$ cat config.mk
export PLATFORM = sky130hd
export DESIGN_NAME = hb_decim2
export DESIGN_NICKNAME = d
export VERILOG_FILES = /design/src/rtl/hb_pkg.sv /design/src/rtl/hb_polyphase_line.sv /design/src/rtl/hb_fold.sv /design/src/rtl/hb_seq_mac.sv /design/src/rtl/hb_decim2.sv
export SDC_FILE = /design/constraint.sdc
export NUM_CORES = 1
export LEC_CHECK = 0
export BUFFER_PORTS_ARGS = -buffer_cell sky130_fd_sc_hd__buf_2
export CAP_MARGIN = 20
export CORE_MARGIN = 3
export CORE_UTILIZATION = 45
export DETAILED_ROUTE_END_ITERATION = 10
export PLACE_DENSITY_LB_ADDON = 0.05
export SYNTH_ARGS = -nofsm -noshare
export SYNTH_HDL_FRONTEND = slang
export SYNTH_SLANG_ARGS = --single-unit
export TNS_END_PERCENT = 100
$ cat constraint.sdc
create_clock -name clk -period 11.68 [get_ports clk]
set_clock_uncertainty 0.1 [all_clocks]
set_input_delay 0.584 -clock clk [delete_from_list [all_inputs] [get_ports clk]]
set_output_delay 0.584 -clock clk [all_outputs]
set_load 0.01 [all_outputs]
$ cat src/rtl/hb_pkg.sv
// Shared definitions for the half-band decimator.
// Assumes: nothing beyond IEEE 1800-2017 packages.
package hb_pkg;
    typedef enum logic {
        MAC_IDLE = 1'b0,
        MAC_RUN  = 1'b1
    } mac_state_e;

    // Number of taps of a half-band filter with np symmetric odd-offset pairs.
    function automatic int hb_taps(input int np);
        return 4 * np - 1;
    endfunction
endpackage

$ cat src/rtl/hb_polyphase_line.sv
// Polyphase sample store. Even-parity inputs (those that may trigger an
// output) shift into the even branch. Odd-parity inputs shift into the odd
// branch. Also tracks the input phase and the fill level, and raises
// trigger when the accepted sample completes a full window.
// Assumes: push is one clock wide per accepted sample.
module hb_polyphase_line #(
    parameter int DW = 16,
    parameter int NP = 4
) (
    input  logic                 clk,
    input  logic                 rst_n,
    input  logic                 push,
    input  logic signed [DW-1:0] din,
    output logic [2*NP*DW-1:0]   even_flat,
    output logic signed [DW-1:0] centre_smp,
    output logic                 trigger
);
    localparam int NE   = 2 * NP;
    localparam int TAPS = hb_pkg::hb_taps(NP);
    localparam int FW   = $clog2(TAPS + 1);

    logic          phase;
    logic [FW-1:0] fill;
    logic signed [DW-1:0] ev [NE];
    logic signed [DW-1:0] od [NP];

    // Input phase toggle and saturating fill counter.
    always_ff @(posedge clk) begin
        if (!rst_n) begin
            phase <= 1'b0;
            fill  <= '0;
        end else if (push) begin
            phase <= ~phase;
            if (fill != FW'(TAPS)) fill <= fill + FW'(1);
        end
    end

    // Even branch shift register.
    always_ff @(posedge clk) begin
        if (!rst_n) begin
            for (int i = 0; i < NE; i++) ev[i] <= '0;
        end else if (push && !phase) begin
            for (int i = NE - 1; i > 0; i--) ev[i] <= ev[i-1];
            ev[0] <= din;
        end
    end

    // Odd branch shift register.
    always_ff @(posedge clk) begin
        if (!rst_n) begin
            for (int i = 0; i < NP; i++) od[i] <= '0;
        end else if (push && phase) begin
            for (int i = NP - 1; i > 0; i--) od[i] <= od[i-1];
            od[0] <= din;
        end
    end

    genvar g;
    generate
        for (g = 0; g < NE; g++) begin : g_flat
            assign even_flat[g*DW +: DW] = ev[g];
        end
    endgenerate

    assign centre_smp = od[NP-1];
    assign trigger    = push && !phase && (fill >= FW'(TAPS - 1));
endmodule

$ cat src/rtl/hb_fold.sv
// Symmetry pre-adders. Pair j sums the two even-branch samples that sit at
// offsets +/-(2j+1) from the centre tap.
// Assumes: even_flat element 0 holds the newest even-parity sample.
module hb_fold #(
    parameter int DW = 16,
    parameter int NP = 4
) (
    input  logic [2*NP*DW-1:0]     even_flat,
    output logic [NP*(DW+1)-1:0]   sums_flat
);
    localparam int SW = DW + 1;

    genvar j;
    generate
        for (j = 0; j < NP; j++) begin : g_pair
            logic signed [DW-1:0] near_s, far_s;
            assign near_s = $signed(even_flat[(NP-1-j)*DW +: DW]);
            assign far_s  = $signed(even_flat[(NP+j)*DW +: DW]);
            assign sums_flat[j*SW +: SW] = SW'(near_s) + SW'(far_s);
        end
    endgenerate
endmodule

$ cat src/rtl/hb_seq_mac.sv
// Time-shared multiply-accumulate. On start it takes NP+1 clocks. Steps
// 0..NP-1 multiply the folded pairs and step NP multiplies the centre
// sample. At the last step it rounds half up, saturates and pulses out_valid.
// Assumes: start only arrives while idle; its operands stay stable while busy.
module hb_seq_mac #(
    parameter int DW = 16,
    parameter int CW = 16,
    parameter int NP = 4,
    parameter logic signed [CW-1:0] CENTRE_COEF = 16'sd16384,
    parameter logic [NP*CW-1:0]     PAIR_COEFS  = 64'hFEB0_0484_F4D4_26A4
) (
    input  logic                   clk,
    input  logic                   rst_n,
    input  logic                   start,
    input  logic [NP*(DW+1)-1:0]   sums_flat,
    input  logic signed [DW-1:0]   centre_in,
    output logic                   busy,
    output logic                   out_valid,
    output logic signed [DW-1:0]   out_data
);
    import hb_pkg::*;

    localparam int SW    = DW + 1;
    localparam int PW    = SW + CW;
    localparam int STW   = $clog2(NP + 1);
    localparam int ACC_W = PW + STW;
    localparam int FRAC  = CW - 1;
    localparam logic signed [ACC_W-1:0] HALF = ACC_W'(1) <<< (FRAC - 1);
    localparam logic signed [ACC_W-1:0] MAXV = (ACC_W'(1) <<< (DW - 1)) - ACC_W'(1);
    localparam logic signed [ACC_W-1:0] MINV = ~MAXV;

    mac_state_e state;
    logic [STW-1:0]          step;
    logic signed [ACC_W-1:0] acc, acc_nxt, scaled;
    logic signed [SW-1:0]    opd_arr [NP+1];
    logic signed [CW-1:0]    cf_arr  [NP+1];
    logic signed [PW-1:0]    prod;
    logic signed [DW-1:0]    sat_val;

    genvar j;
    generate
        for (j = 0; j < NP; j++) begin : g_ops
            assign opd_arr[j] = $signed(sums_flat[j*SW +: SW]);
            assign cf_arr[j]  = $signed(PAIR_COEFS[j*CW +: CW]);
        end
    endgenerate
    assign opd_arr[NP] = SW'(centre_in);
    assign cf_arr[NP]  = CENTRE_COEF;

    // Product of the current step and the running sum.
    always_comb begin
        prod    = PW'(opd_arr[step]) * PW'(cf_arr[step]);
        acc_nxt = acc + ACC_W'(prod);
    end

    // Round half up, then clamp to the signed output range.
    always_comb begin
        scaled = (acc_nxt + HALF) >>> FRAC;
        if (scaled > MAXV)      sat_val = MAXV[DW-1:0];
        else if (scaled < MINV) sat_val = MINV[DW-1:0];
        else                    sat_val = scaled[DW-1:0];
    end

    // Step sequencer, accumulator and output register.
    always_ff @(posedge clk) begin
        if (!rst_n) begin
            state     <= MAC_IDLE;
            step      <= '0;
            acc       <= '0;
            out_valid <= 1'b0;
            out_data  <= '0;
        end else begin
            out_valid <= 1'b0;
            case (state)
                MAC_IDLE: begin
                    if (start) begin
                        state <= MAC_RUN;
                        step  <= '0;
                        acc   <= '0;
                    end
                end
                default: begin
                    if (step == STW'(NP)) begin
                        out_data  <= sat_val;
                        out_valid <= 1'b1;
                        acc       <= '0;
                        step      <= '0;
                        state     <= MAC_IDLE;
                    end else begin
                        acc  <= acc_nxt;
                        step <= step + STW'(1);
                    end
                end
            endcase
        end
    end

    assign busy = (state == MAC_RUN);
endmodule

$ cat src/rtl/hb_decim2.sv
// Half-band decimate-by-two stage: polyphase store, symmetry pre-adders and
// one sequential MAC running at the output rate. Raises a sticky overrun
// flag if an input arrives while a computation is running. That input is
// dropped.
// Assumes: inputs to a triggering sample are spaced at least NP+2 clocks apart.
module hb_decim2 #(
    parameter int DW = 16,
    parameter int CW = 16,
    parameter int NP = 4,
    parameter logic signed [CW-1:0] CENTRE_COEF = 16'sd16384,
    parameter logic [NP*CW-1:0]     PAIR_COEFS  = 64'hFEB0_0484_F4D4_26A4
) (
    input  logic                 clk,
    input  logic                 rst_n,
    input  logic                 in_valid,
    input  logic signed [DW-1:0] in_data,
    output logic                 out_valid,
    output logic signed [DW-1:0] out_data,
    output logic                 overrun
);
    logic                   busy, push, trigger;
    logic [2*NP*DW-1:0]     even_flat;
    logic [NP*(DW+1)-1:0]   sums_flat;
    logic signed [DW-1:0]   centre_smp;

    assign push = in_valid && !busy;

    // Sticky overrun flag.
    always_ff @(posedge clk) begin
        if (!rst_n)                overrun <= 1'b0;
        else if (in_valid && busy) overrun <= 1'b1;
    end

    hb_polyphase_line #(.DW(DW), .NP(NP)) u_line (
        .clk        (clk),
        .rst_n      (rst_n),
        .push       (push),
        .din        (in_data),
        .even_flat  (even_flat),
        .centre_smp (centre_smp),
        .trigger    (trigger)
    );

    hb_fold #(.DW(DW), .NP(NP)) u_fold (
        .even_flat (even_flat),
        .sums_flat (sums_flat)
    );

    hb_seq_mac #(
        .DW(DW), .CW(CW), .NP(NP),
        .CENTRE_COEF(CENTRE_COEF), .PAIR_COEFS(PAIR_COEFS)
    ) u_mac (
        .clk       (clk),
        .rst_n     (rst_n),
        .start     (trigger),
        .sums_flat (sums_flat),
        .centre_in (centre_smp),
        .busy      (busy),
        .out_valid (out_valid),
        .out_data  (out_data)
    );
endmodule

== Word-level counts from Yosys, hierarchy flattened ==
Memories as Yosys holds them, arrays and structs flattened.
Cells that the tools add are included.

* Bits in registers: 63
* Memories: 3
* ROM bits: 128
* Input port bits: 19
* Memory bits (writable): 192

{| class="wikitable"
|+ Memory list
! name !! depth !! width !! rd ports !! clocked after memory_dff !! wr ports !! line !! text
|-
| (no name shown) || 8 || 16 || 1 || 0 || 0 || hb_seq_mac.sv:52 || <nowiki>prod = PW'(opd_arr[step]) * PW'(cf_arr[step]);</nowiki>
|-
| u_line.ev || 8 || 16 || 8 || 0 || 8 || hb_polyphase_line.sv:24 || <nowiki>logic signed [DW-1:0] ev [NE];</nowiki>
|-
| u_line.od || 4 || 16 || 4 || 0 || 4 || hb_polyphase_line.sv:25 || <nowiki>logic signed [DW-1:0] od [NP];</nowiki>
|}

* Multiplexer cells: 36
* Multipliers: 1
* Equal/unequal tests: 2
* Add/sub/neg operators: 8
* Magnitude comparators: 4
* Reductions and logical operators: 11
* Bitwise logic cells: 14

{| class="wikitable"
|+ Operator list
! kind !! number
|-
| two-way mux 16 bit || 16
|-
| two-way mux 36 bit || 3
|-
| adder 16 x 16 -> 17 bit || 4
|-
| binary-select mux 17 bit (select 3 bit) || 1
|-
| adder 36 x 16 -> 36 bit, second input constant || 1
|-
| adder 36 x 33 -> 36 bit || 1
|-
| two-way mux 17 bit || 2
|-
| multiplier 17 x 16 -> 33 bit || 1
|-
| > comparator 21 x 16 -> 1 bit, second input constant || 1
|-
| less-than comparator 21 x 16 -> 1 bit, second input constant || 1
|-
| bitwise OR 1 bit || 12
|-
| two-way mux 1 bit || 11
|-
| two-way mux 3 bit || 3
|-
| >= comparator 4 bit, second input constant || 2
|-
| AND reduction 2 bit || 3
|-
| logical AND 1 bit || 5
|-
| adder 4 x 1 -> 4 bit, second input constant || 1
|-
| inequality test 4 bit, second input constant || 1
|-
| inverter 3 -> 4 bit || 1
|-
| adder 3 x 1 -> 3 bit, second input constant || 1
|-
| equality test 3 bit, second input constant || 1
|-
| zero test 1 bit || 2
|-
| nonzero test 2 bit || 1
|-
| inverter 1 bit || 1
|}

== Depth between registers and ports, before layout ==
An unclocked memory read counts as a cell.

* Depth in word-level cells: 11
* Mapped depth: 44
* Depth with buffers taken out: 41

== Hierarchy ==
A second synthesis with hierarchy kept.

* Cell total of the unflattened synthesis: 2271
* Area total of the unflattened synthesis: 23182.2 um^2

{| class="wikitable"
|+ Modules (own cells, without submodules)
! module !! cells each !! area each (um^2) !! times used
|-
| hb_seq_mac || 1453 || 12862.3 || 1
|-
| hb_polyphase_line || 439 || 7424.6 || 1
|-
| hb_fold || 375 || 2855.2 || 1
|-
| hb_decim2 || 4 || 40.0 || 1
|}

== Least setup slack after synthesis ==
Ideal clock, no wire load.

* Kind: register to register
* Start point: memory u_line.ev[0][0]
* End point: register u_mac.out_data[14]
* Library setup time: 0.133 ns
* Period minus slack after synthesis: 9.904 ns
* Data arrival time: 9.671 ns
* Path buffers: 3
* Stages on the path, launching flop included: 40
* Setup slack: 1.776 ns
* Cells stage by stage: edfxtp_1 -> ha_1 -> inv_1 -> fa_1 -> nor2b_1 -> o21ai_0 -> a21boi_0 -> o21a_1 -> o21ai_0 -> a21oi_1 -> o31ai_1 -> o21ai_0 -> a2111oi_0 -> a2111o_1 -> and4_1 -> clkbuf_1 -> nand2_1 -> fa_1 -> (+4 left out) -> inv_1 -> fa_1 -> fa_1 -> fa_1 -> ha_1 -> clkbuf_1 -> nand2_1 -> o21ai_0 -> a21oi_1 -> a31o_2 -> o311ai_0 -> a31oi_1 -> xnor2_1 -> nor4_1 -> o22a_1 -> nand2b_4 -> buf_6 -> o211ai_2

{| class="wikitable"
|+ RTL lines
! element !! line !! text
|-
| start, declared || hb_polyphase_line.sv:24 ||
|-
| end signal, assigned || hb_seq_mac.sv:84 || <nowiki>out_data <= sat_val;</nowiki>
|-
| end, declared || hb_seq_mac.sv:19 || <nowiki>output logic signed [DW-1:0] out_data</nowiki>
|}

==> parameters.txt <==
Parameter                              Value

Synthesis
  Simple-gate area share of the yosys netlist    0.165
  Yosys cell types    87
  Syn Area/Cell    9.87 um2
  Synthesis-stage register bit count    253
  Area contributors post-synth    edfxtp_1 25%, fa_1 20%, ha_1 10%
  Synth Area in Compound Gates    0.109
  Post-synth EDFFs    192
  Most numerous cell in the Yosys netlist    inv_1
  Synthesized netlist net count    2746
  Post-synthesis instance area    22800 um2
  Synth area leader    edfxtp_1
  Share of synthesized cell area in full adder, half adder and majority cells    0.302
  Dominant combinational cell family by area after synthesis    adder cells
  Commonest cells in the netlist    369 x inv_1, 229 x fa_1, 203 x and2_1
  Mux share of post-synthesis cell area    0.00866
  Area share of xor/xnor cells in the synthesized design    0.0322
  Sequential share of the synthesized area    0.306
  Share of Yosys cell area claimed by the top area cell type    0.253
  Number of instances in the synthesized netlist    2313
  Yosys warning total    0
  Dominant register cell in the synthesized netlist    edfxtp_1
  FFs w/ async S/R, synth    0

Critical path
  Worst stage delay on the critical path    0.62 ns
  Worst reg2reg path startpoint    u_line.ev[0][0]
  Arrival time worst endpoint    11.22 ns
  Required @ worst endpoint    12.03 ns
  Most used cell, CP    fa_1
  Crit path max-delay family    adder cells
  Reg-to-reg endpoint    u_mac.out_data[2]
  Logic depth of the worst register-to-register path    37
  Slowest cell on crit path    fa_1
  Worst setup path class    reg2reg
  Peak fanout along the critical path    13
  Nature of the critical path startpoint    flop
  Critical path buffers and inverters    4
  Setup slack of the worst register-to-register path    0.81 ns
  Kind of end point of the critical path    flop

Global route
  Via count of the first global-routing pass    16.9k
  Largest net degree at the start of global routing    108
  First-pass GRT wire length    93.9 mm
  Number of antenna violations at the first check in global routing    1
  Total global routing overflow    0
  Overall fraction of global-route tracks in use    0.224

Route
  Average wire per standard cell    19.5 um
  Length of routed met3 wiring    2.11 mm
  DRC marker count from the first detailed-route iteration    916
  Wire length on met1    26.8 mm
  Metal2 WL    27.6 mm
  Total wire length    58.6 mm
  Number of vias per cell after detailed routing    5.33
  Number of iterations in the first detailed-routing pass    4
  DRC Markers    0
  Post-detailed-route count of antenna-violating nets    0
  Vias after detailed routing    16.0k
  Top Layer Used    met4

Hold path
  Launch point of the worst hold path    in_data[15]
  End point of the most critical hold path    u_line.ev[0][15]
  Hold/Removal Path Class    in2reg
  Worst hold path depth    2

Finish
  Final std cell area, no fill    24700 um2
  Antenna diodes    0
  Number of filler instances in the final layout    4574
  Layout overhead on the synthesized area    8.12%
  Nets    2748
  Non-filler instance count after layout    3001
  Layout cells sized above 1    0.0676

Clock tree
  CTS H-tree depth    1
  Deepest clock path buffer count    3
  Hold bufs inserted after CTS    0
  Clock root buffer    clkbuf_16
  Worst-skew pair later-pin latency    0.61 ns
  Clk pin slew, worst setup/hold paths    0.06 ns
  Number of sinks on the clock net    253
  CTS tree    yes
  TritonCTS Buffers    30

Placed design
  Final Wtd Congestion    0.884
  Port Buf Inserts    36
  Placement-stage worst setup slack    0.442 ns
  DPL Wire Length    46.2 mm
  Placed Instances    2947
  Standard cell area after detailed placement    23600 um2

STA
  Min cycle time layout    10.87 ns
  Unrepaired setup endpoints after global routing    no
  Number of slew-limit violations in the final report    0
  Finish-stage setup viols    0
  Accumulated negative setup slack    0 ns
  Fmax    0.0920 GHz
  Minimum setup slack in the final design    0.812 ns
  Post-route fraction of the period consumed by the critical path    0.930
  Measured slew at the worst slew-check pin    0.966 ns
  Slew headroom    0.356
  Final Hold Vio Count    0

Floorplan
  Overall die height    231 um
  Die area    53400 um2
  Core box area    49600 um2
  Ports    37
  Standard-cell rows    81
  Die width    231 um
  Starting Density    0.460

Run
  Max-cap violations    0

Status
  Run status    complete, no violations
cells by family (layout without fill, tap and decap cells):
family                     Yosys count  in the layout
AOI/OAI and AO/OA                  361            361
xor gates and xnor gates            84             84
adders and majority gates          414            414
buffers and inverters              456            480
DFF                                253            253
muxes                               11             11
and+or+nand+nor                    734            734
metrics by stage:
step	hold slack [ns]	utilization
after floorplan	0.358	-
final	0.173	0.498
after global routing	0.158	0.498
after CTS	0.137	0.498
after detailed placement	0.347	0.477
after global placement	0.343	0.477
flip-flops by register name, indices dropped and copies added, names as in the netlist:
signal           cells
u_line.ev          128
u_line.od           64
u_mac.acc           34
u_mac.out_data      16
u_line.fill          4
u_mac.step           3
overrun              1
u_line.phase         1
u_mac.busy           1
u_mac.out_valid      1
per-layer routing:
metal,GRT usage,vias to the layer above
li1,-,7727
met1,0.305,7825
met2,0.377,348
met3,0.0237,90
met4,0.0734,0
met5,0,-
cell type report:
class	count	area (um2)	share of cell area
Clock buffer	38	806	0.0327
Inverter	372	1400	0.0566
Tap cell	664	831	0.0337
Sequential cell	253	6990	0.283
Clock inverter	16	208	0.00842
Timing Repair Buffer	54	315	0.0128
Multi-Input combinational cell	1604	14100	0.573
placed cells by master, fill, tap and decap left out, drive strengths merged, types with 38 or more instances in the layout:
master  Yosys  layout
ha        185     185
clkbuf     68      38
nor2      165     165
and2      204     204
dfxtp      61      61
a21oi      81      81
inv       370     370
edfxtp    192     192
o21ai      81      81
nand2     152     152
fa        229     229
xnor2      60      60
buf        16      54
nor3       52      52
worst max path at each step:
stage / start / endpoint / depth (start not counted)
after CTS: u_line.ev[0][0] / u_mac.out_data[2] / 37
after floorplan: u_line.ev[0][0] / u_mac.out_data[14] / 39
after detailed placement: u_line.ev[0][0] / u_mac.out_data[2] / 37
after global routing: u_line.ev[0][0] / u_mac.out_data[2] / 38
final: u_line.ev[0][0] / u_mac.out_data[2] / 37
after global placement: u_line.ev[0][0] / u_mac.out_data[1] / 37
timing repair:
item,in CTS,in global routing
endpoints found under the hold margin,0,0
buffers inserted,0,0
setup endpoints to repair,0,15
gates resized for setup,0,3
Power is not shown: default switching activity piles up to over one toggle a cycle in this logic, so the estimate is an artifact.
